File: config.mk
export PLATFORM = sky130hd
export DESIGN_NAME = dual_tone_demod
export DESIGN_NICKNAME = d
export VERILOG_FILES = /design/src/rtl/dtd_pkg.sv /design/src/rtl/dtd_ref_gen.sv /design/src/rtl/dtd_ctrl.sv /design/src/rtl/dtd_datapath.sv /design/src/rtl/dual_tone_demod.sv
export SDC_FILE = /design/constraint.sdc
export NUM_CORES = 2
export LEC_CHECK = 0
export ABC_CLOCK_PERIOD_IN_PS = 21100
export BUFFER_PORTS_ARGS = -buffer_cell sky130_fd_sc_hd__buf_2
export CORE_ASPECT_RATIO = 1.5
export CORE_MARGIN = 1
export CORE_UTILIZATION = 29
export DETAILED_ROUTE_END_ITERATION = 6
export PLACE_DENSITY = 0.48
export SYNTH_ARGS = -nofsm -noshare
export SYNTH_HDL_FRONTEND = slang
export SYNTH_SLANG_ARGS = --single-unit
File: constraint.sdc
create_clock -name clk -period 21.1 [get_ports clk]
set_input_delay 2.11 -clock clk [delete_from_list [all_inputs] [get_ports clk]]
set_output_delay 2.11 -clock clk [all_outputs]
set_load 0.02 [all_outputs]
File: src/rtl/dtd_pkg.sv
package dtd_pkg;
  localparam int NUM_TONES = 2;
  localparam int TONE_SPACE = 0;
  localparam int TONE_MARK = 1;

  typedef struct packed {
    logic mixEn;
    logic filtEn;
    logic accEn;
    logic chipClose;
  } strobe_t;
endpackage

File: src/rtl/dtd_ref_gen.sv
module dtd_ref_gen #(
  parameter int PHASE_W = 16,
  parameter int LUT_W = 8,
  parameter int REF_W = 10
) (
  input  logic clk,
  input  logic rst,
  input  logic advance,
  input  logic [PHASE_W-1:0] incr,
  output logic signed [REF_W-1:0] cosRef,
  output logic signed [REF_W-1:0] sinRef
);
  localparam int T_W = LUT_W - 1;
  localparam int SQ_W = 2 * T_W;
  localparam int SHIFT = SQ_W - 2 - (REF_W - 1);
  localparam logic [SQ_W:0] FULL = (SQ_W+1)'(1) << T_W;
  localparam logic [SQ_W:0] MAXMAG = (SQ_W+1)'((1 << (REF_W - 1)) - 1);
  localparam logic [LUT_W-1:0] QUARTER = LUT_W'(1) << (LUT_W - 2);

  logic [PHASE_W-1:0] phase;
  logic [LUT_W-1:0] sinIdx;
  logic [LUT_W-1:0] cosIdx;

  always_ff @(posedge clk) begin
    if (rst) phase <= '0;
    else if (advance) phase <= phase + incr;
  end

  // Half-wave parabola 4t(1-t), mirrored for the lower half-cycle.
  function automatic logic signed [REF_W-1:0] wave(input logic [LUT_W-1:0] idx);
    logic [SQ_W:0] tw;
    logic [SQ_W:0] rw;
    logic [SQ_W:0] pr;
    logic [SQ_W:0] mw;
    tw = (SQ_W+1)'(idx[T_W-1:0]);
    rw = FULL - tw;
    pr = tw * rw;
    mw = pr >> SHIFT;
    if (mw > MAXMAG) mw = MAXMAG;
    wave = idx[LUT_W-1] ? -$signed(mw[REF_W-1:0]) : $signed(mw[REF_W-1:0]);
  endfunction

  assign sinIdx = phase[PHASE_W-1 -: LUT_W];
  assign cosIdx = sinIdx + QUARTER;
  assign sinRef = wave(sinIdx);
  assign cosRef = wave(cosIdx);
endmodule

File: src/rtl/dtd_ctrl.sv
module dtd_ctrl (
  input  logic clk,
  input  logic rst,
  input  logic sampleValid,
  input  logic chipTick,
  output dtd_pkg::strobe_t strobe,
  output logic bitValid
);
  logic mixDone;
  logic filtDone;

  always_ff @(posedge clk) begin
    if (rst) begin
      mixDone <= 1'b0;
      filtDone <= 1'b0;
      bitValid <= 1'b0;
    end else begin
      mixDone <= sampleValid;
      filtDone <= mixDone;
      bitValid <= chipTick;
    end
  end

  always_comb begin
    strobe.mixEn = sampleValid;
    strobe.filtEn = mixDone;
    strobe.accEn = filtDone;
    strobe.chipClose = chipTick;
  end
endmodule

File: src/rtl/dtd_datapath.sv
module dtd_datapath #(
  parameter int SAMPLE_W = 12,
  parameter int PHASE_W = 16,
  parameter int LUT_W = 8,
  parameter int REF_W = 10,
  parameter int FILT_K = 4,
  parameter int CHIP_W = 12,
  localparam int PROD_W = SAMPLE_W + REF_W,
  localparam int FILT_W = PROD_W + 1,
  localparam int MAG_W = FILT_W + 1,
  localparam int ACC_W = MAG_W + CHIP_W
) (
  input  logic clk,
  input  logic rst,
  input  dtd_pkg::strobe_t strobe,
  input  logic signed [SAMPLE_W-1:0] sampleIn,
  input  logic [PHASE_W-1:0] spaceIncr,
  input  logic [PHASE_W-1:0] markIncr,
  output logic bitOut,
  output logic [ACC_W-1:0] spaceEnergy,
  output logic [ACC_W-1:0] markEnergy
);
  import dtd_pkg::*;

  logic [PHASE_W-1:0] incrSel [NUM_TONES];
  assign incrSel[TONE_SPACE] = spaceIncr;
  assign incrSel[TONE_MARK] = markIncr;

  for (genvar t = 0; t < NUM_TONES; t++) begin : g_tone
    logic signed [REF_W-1:0] cosR;
    logic signed [REF_W-1:0] sinR;
    logic signed [PROD_W-1:0] prodI;
    logic signed [PROD_W-1:0] prodQ;
    logic signed [FILT_W-1:0] filtI;
    logic signed [FILT_W-1:0] filtQ;
    logic signed [FILT_W-1:0] stepI;
    logic signed [FILT_W-1:0] stepQ;
    logic [FILT_W-1:0] absI;
    logic [FILT_W-1:0] absQ;
    logic [MAG_W-1:0] mag;
    logic [ACC_W-1:0] acc;
    logic [ACC_W-1:0] sumNext;
    logic [ACC_W-1:0] energy;

    dtd_ref_gen #(.PHASE_W(PHASE_W), .LUT_W(LUT_W), .REF_W(REF_W)) u_ref (
      .clk(clk),
      .rst(rst),
      .advance(strobe.mixEn),
      .incr(incrSel[t]),
      .cosRef(cosR),
      .sinRef(sinR)
    );

    always_comb begin
      stepI = (FILT_W'(prodI) - filtI) >>> FILT_K;
      stepQ = (FILT_W'(prodQ) - filtQ) >>> FILT_K;
      absI = filtI[FILT_W-1] ? FILT_W'(-filtI) : FILT_W'(filtI);
      absQ = filtQ[FILT_W-1] ? FILT_W'(-filtQ) : FILT_W'(filtQ);
      mag = MAG_W'(absI) + MAG_W'(absQ);
      sumNext = acc + (strobe.accEn ? ACC_W'(mag) : '0);
    end

    always_ff @(posedge clk) begin
      if (rst) begin
        prodI <= '0;
        prodQ <= '0;
        filtI <= '0;
        filtQ <= '0;
        acc <= '0;
        energy <= '0;
      end else begin
        if (strobe.mixEn) begin
          prodI <= PROD_W'(sampleIn) * PROD_W'(cosR);
          prodQ <= PROD_W'(sampleIn) * PROD_W'(sinR);
        end
        if (strobe.filtEn) begin
          filtI <= filtI + stepI;
          filtQ <= filtQ + stepQ;
        end
        if (strobe.chipClose) begin
          energy <= sumNext;
          acc <= '0;
        end else begin
          acc <= sumNext;
        end
      end
    end
  end

  always_ff @(posedge clk) begin
    if (rst) bitOut <= 1'b0;
    else if (strobe.chipClose)
      bitOut <= g_tone[TONE_MARK].sumNext > g_tone[TONE_SPACE].sumNext;
  end

  assign spaceEnergy = g_tone[TONE_SPACE].energy;
  assign markEnergy = g_tone[TONE_MARK].energy;
endmodule

File: src/rtl/dual_tone_demod.sv
module dual_tone_demod #(
  parameter int SAMPLE_W = 12,
  parameter int PHASE_W = 16,
  parameter int LUT_W = 8,
  parameter int REF_W = 10,
  parameter int FILT_K = 4,
  parameter int CHIP_W = 12,
  localparam int ACC_W = SAMPLE_W + REF_W + 2 + CHIP_W
) (
  input  logic clk,
  input  logic rst,
  input  logic signed [SAMPLE_W-1:0] sampleIn,
  input  logic sampleValid,
  input  logic [PHASE_W-1:0] spaceIncr,
  input  logic [PHASE_W-1:0] markIncr,
  input  logic chipTick,
  output logic bitOut,
  output logic bitValid,
  output logic [ACC_W-1:0] spaceEnergy,
  output logic [ACC_W-1:0] markEnergy
);
  dtd_pkg::strobe_t strobe;

  dtd_ctrl u_ctrl (
    .clk(clk),
    .rst(rst),
    .sampleValid(sampleValid),
    .chipTick(chipTick),
    .strobe(strobe),
    .bitValid(bitValid)
  );

  dtd_datapath #(
    .SAMPLE_W(SAMPLE_W), .PHASE_W(PHASE_W), .LUT_W(LUT_W),
    .REF_W(REF_W), .FILT_K(FILT_K), .CHIP_W(CHIP_W)
  ) u_dp (
    .clk(clk),
    .rst(rst),
    .strobe(strobe),
    .sampleIn(sampleIn),
    .spaceIncr(spaceIncr),
    .markIncr(markIncr),
    .bitOut(bitOut),
    .spaceEnergy(spaceEnergy),
    .markEnergy(markEnergy)
  );
endmodule

# Yosys cells after proc, flatten, opt, wreduce, memory -nomap -nowiden
# Index checks and enable logic that the tools add are counted.
# totals
input_bits,48
reg_bits,360
# op_classes
n_addsub,28
n_reduce_logical,1
magnitude_cmp,5
n_mul,8
n_mux,14
# op_table
cell,n
$add 23x19->23,4
$mux 23,4
$neg 23->23,4
$sub 22x23->23,4
$mul 12x10->22,4
$mux 10,8
$add 36x36->36,2
$mul 8x9->15,4
$add 23x23->24,2
$gt 12x9->1 const B,4
$mux 24,2
$neg 10->10,4
$gt 36x36->1,1
$sub 8x7->9 const A,4
$add 16x16->16,2
$add 8x7->8 const B,2
$reduce_or 2->1,1

# Depth between registers and ports, before layout
# depth
depth_word,8
ltp_mapped,52
ltp_nobuf,50

# By module
# From an unflattened synthesis, not the netlist that was laid out.
# unflattened
hier_cells,6168
area_unflattened_um2,52529.1
# modules_own_cells
module,instances,cells_per_inst,seq_area_each_um2,area_each_um2
dtd_datapath,1,4946,6506.2,42358.1
dtd_ref_gen,2,606,320.3,5031.1
dtd_ctrl,1,10,60.1,108.9

# Worst setup path after synthesis
# No wires, ideal clock.
# synth_timing
kind,register -> register
start,reg u_dp.g_tone[0].u_ref.phase[8]
end,reg u_dp.g_tone[0].prodQ[21]
setup_ns,0.132
slack_ns,9.194
t_required_ns,20.968
synth_period_minus_slack_ns,11.906
arrival_ns,11.774
stages_incl_launch_ff,45
cell_sequence,dfxtp_1 -> clkinv_1 -> ha_1 -> nor3b_1 -> nor3b_1 -> ha_1 -> and2_1 -> fa_1 -> fa_1 -> fa_1 -> inv_1 -> fa_1 -> inv_1 -> ha_1 -> a2111oi_2 -> o31ai_1 -> nor3_1 -> a31oi_1 -> [9 not listed] -> mux2i_1 -> a2bb2oi_1 -> clkbuf_1 -> nand2b_1 -> fa_1 -> fa_1 -> fa_1 -> fa_1 -> inv_1 -> fa_1 -> ha_1 -> or3_1 -> o311ai_0 -> o21ai_0 -> and2_1 -> a31oi_1 -> and4b_1 -> nor4_1
# synth_between
elab_chain_cells,7
# synth_lines
item,line_no,text
"start, declared",dtd_ref_gen.sv:20,logic [PHASE_W-1:0] phase;
"start signal, assigned",dtd_ref_gen.sv:26,else if (advance) phase <= phase + incr;
$sub 8x7->9,dtd_ref_gen.sv:36,rw = FULL - tw;
$mul 8x9->15 (*),dtd_ref_gen.sv:37,pr = tw * rw;
$gt 12x9->1,dtd_ref_gen.sv:39,if (mw > MAXMAG) mw = MAXMAG;
$mux 10 (*),dtd_ref_gen.sv:39,
$neg 10->10,dtd_ref_gen.sv:40,wave = idx[LUT_W-1] ? -$signed(mw[REF_W-1:0]) : $signed(mw[REF_W-1:0]);
$mux 10 (*),dtd_ref_gen.sv:40,
$mul 12x10->22 (*),dtd_datapath.sv:74,prodQ <= PROD_W'(sampleIn) * PROD_W'(sinR);
"end signal, assigned",dtd_datapath.sv:74,
"end, declared",dtd_datapath.sv:33,logic signed [PROD_W-1:0] prodQ;
# Mark *: on every way between the ends. The rest lies on a longest branch, timed or not.
# A chain may end at the register's enable or synchronous reset.

# Worst setup path after layout
# Same ends and word-level chain as after synthesis.

==> impl_results.md <==
* Die area at 0.1836 mm2
* Slew margin rel. at 20.30%
* Worst-Margin Slew at 1.196 ns
* Placed Instances at 8677
* Register area at 0.007211 mm2
* Vias/cell at 4.760
* Ys async rst share at 0%
* Largest fanout on the critical path at 12
* CP required at 21.57 ns
* Layout Utilization at 31.81%
* Final hold vios at 0
* CP arrival at 14.34 ns
* Synth cell types at 98
* Worst Setup End Kind: flop
* Status: finished clean
* Share of cells above drive strength 1 at 5.314%
* Clock root cell: clkbuf_16
* Most common cell after layout, fill and taps aside: inv_1
* Post-synth EDFFs at 0
* Clock transition at path regs at 0.06 ns
* Worst-skew pair later-pin latency at 0.63 ns
* HPWL Detailed at 120.4 mm
* Vias at 41690
* Synth Cell Area at 0.05273 mm2
* Main flop type after synthesis: dfxtp_1
* Fmax at 72.13 MHz
* Largest stage delay on the critical path at 0.94 ns
* Clock Skews at 0.03863 ns
* Final setup violation count at 0
* Number of global-route vias before repair at 43360
* First-pass GRT wire length at 236.1 mm
* Wire per inst at 16.79 um
* RSZ-0062 raised after global routing: false
* Core Box Area at 0.1807 mm2
* Area growth, synth to finish at 8.985%
* GRT Util Overall at 16.15%
* Mean Syn Cell Area at 8.405 um2
* Die H at 524.3 um
* Top-Level Pins at 122
* Setup_tns at 0 ns
* Iteration-0 DRC Markers at 1495
* DRT Pass-1 Iters at 5
* Critical Path Slowest Stage Cell: a2bb2oi_1
* Hold_buf cts at 0
* CTS Sinks at 360
* Final Slew Violations at 0
* Max Cap Viol at 0
* Mapped Cells at 6274
* Buffers added on ports at 121
* Antenna violations before repair at 7
* CTS resizes at 0
* # rows at 191
* Kind of critical path: flop to flop
* Hold slack at 0.4508 ns
* Die Wd at 350.2 um
* Seq cells post-synth at 360
* Most frequent cells in the layout: 878 x inv_1, 687 x ha_1, 601 x nor2_1, 540 x fa_1, 455 x nand2_1
* Final period util at 65.71%
* Layout fillers at 19270
* GRT overflow at 0
* Routability congestion estimate at 0.8528
* Starting density of the core at 29.19%
* Hold Crit Class: flop to flop
* Sequential fraction of the synthesis area at 13.67%
* CTS tree: built
* Antenna Nets Post-Route at 0
* DRC violations left at 0
* Cts bufs inserted at 42
* Pin count of the biggest net entering global routing at 69
* Final Non-Filler Cells at 8758
* CP startpoint kind: flop
* Post-CTS setup buffers at 0
* Fin crit period at 13.86 ns
* WL final at 147.0 mm
* Max clock buf depth at 3
* Multi-input gate area at 0.04142 mm2
* H-tree levels at 2
* Warnings from Yosys at 0
* Nets at 7584
* Most frequent CP cell: fa_1
[logic make-up (layout without fill, tap and decap cells)]
logic type	count (synthesis)	count (layout)	share of synthesized area [%]
compound gates	1072	1072	13.61
xor+xnor	468	468	7.773
fa+ha+maj	1227	1227	36.80
buf+inv	1101	1142	8.031
flops	360	360	13.67
mux	162	162	3.094
other cells	1	32	0.007111
simple gates	1883	1883	17.02
[cells in the mapped netlist, drive strengths merged, types with 9 or more instances]
cell type | count | area share (%)
and3 | 46 | 0.55
nor3 | 104 | 1.0
nor4 | 18 | 0.21
a22o | 15 | 0.25
clkbuf | 156 | 1.1
a21o | 144 | 2.0
o211ai | 14 | 0.20
fa | 540 | 20
nand4 | 45 | 0.53
o311ai | 13 | 0.23
a21boi | 9 | 0.13
or2 | 27 | 0.32
a2111oi | 9 | 0.22
nand2b | 72 | 0.85
o21bai | 52 | 0.74
o21ai | 196 | 1.9
o41ai | 24 | 0.58
nor3b | 13 | 0.19
nor2b | 166 | 2.0
o31ai | 44 | 0.64
and2 | 176 | 2.1
or3 | 22 | 0.26
xnor2 | 359 | 6.0
a31oi | 37 | 0.44
a41oi | 9 | 0.15
nand3b | 9 | 0.13
dfxtp | 360 | 14
xor2 | 109 | 1.8
o21a | 54 | 0.77
ha | 687 | 16
a211oi | 50 | 0.73
a211o | 11 | 0.19
nand3 | 97 | 0.92
o22ai | 20 | 0.28
mux2i | 154 | 2.9
nand2 | 456 | 3.3
buf | 60 | 0.62
inv | 880 | 6.3
nor2 | 605 | 4.3
a21oi | 302 | 2.9
[state kept, by name, summed over array words and instances (netlist names)]
| register | cells |
|---|---|
| u_dp.g_tone.filtQ | 46 |
| u_dp.markEnergy | 36 |
| u_ctrl.bitValid | 1 |
| u_dp.bitOut | 1 |
| u_dp.g_tone.filtI | 46 |
| u_dp.g_tone.prodI | 44 |
| u_dp.g_tone.u_ref.phase | 32 |
| u_dp.g_tone.acc | 72 |
| u_dp.g_tone.prodQ | 44 |
| u_dp.spaceEnergy | 36 |
| u_ctrl.filtDone | 1 |
| u_ctrl.mixDone | 1 |
[per-layer routing]
| metal | share of wire [%] | GRT usage, % | up-vias | wire length, um |
|---|---|---|---|---|
| met2 | 54 | 31.97 | 480 | 79580 |
| met5 | 0.031 | 0 | - | 45 |
| met3 | 1.9 | 1.104 | 196 | 2835 |
| li1 | - | - | 20790 | - |
| met1 | 41 | 17.82 | 20220 | 59670 |
| met4 | 3.3 | 5.488 | 6 | 4901 |
[through the flow]
step	worst slack (ns)	instance area, um2
global placement	7.442	56040
finish	7.236	57470
global route	6.121	57470
detailed placement	7.233	56040
floorplan	9.194	52840
CTS	7.207	57460
[final timing paths]
check | start | to | slack, ns | cells after the start
hold / removal | u_dp.spaceEnergy[35] | u_dp.spaceEnergy[35] | 0.45 | 2
setup / recovery | u_dp.g_tone[0].u_ref.phase[8] | u_dp.g_tone[0].prodQ[21] | 7.24 | 43
setup reg to reg | u_dp.g_tone[0].u_ref.phase[8] | u_dp.g_tone[0].prodQ[21] | 7.24 | 43
hold reg to reg | u_dp.spaceEnergy[35] | u_dp.spaceEnergy[35] | 0.45 | 2
[layout make-up]
type	count	share of cell area, %
clock buffer	56	2.062
timing repair buffer	180	1.853
sequential	360	12.55
multi-input combinational	4840	72.07
tap	2412	5.251
clock inverter	21	0.4202
inverter	885	5.780
antenna	4	0.01742
[worst max-delay path, delay by kind of cell (launching register included)]
kind	cells	cell delay, ns
flip-flops	1	0.51
multiplexers	1	0.11
XOR/XNOR	1	0.15
adder cells (fa/ha/maj)	14	6.29
buffers and inverters	6	0.55
AND/OR/NAND/NOR	14	3.36
AO/OA/AOI/OAI	7	2.71
Power is left out: the tool's default activity adds up to more than one toggle a clock period on the data nets, which glitch-free logic cannot reach.
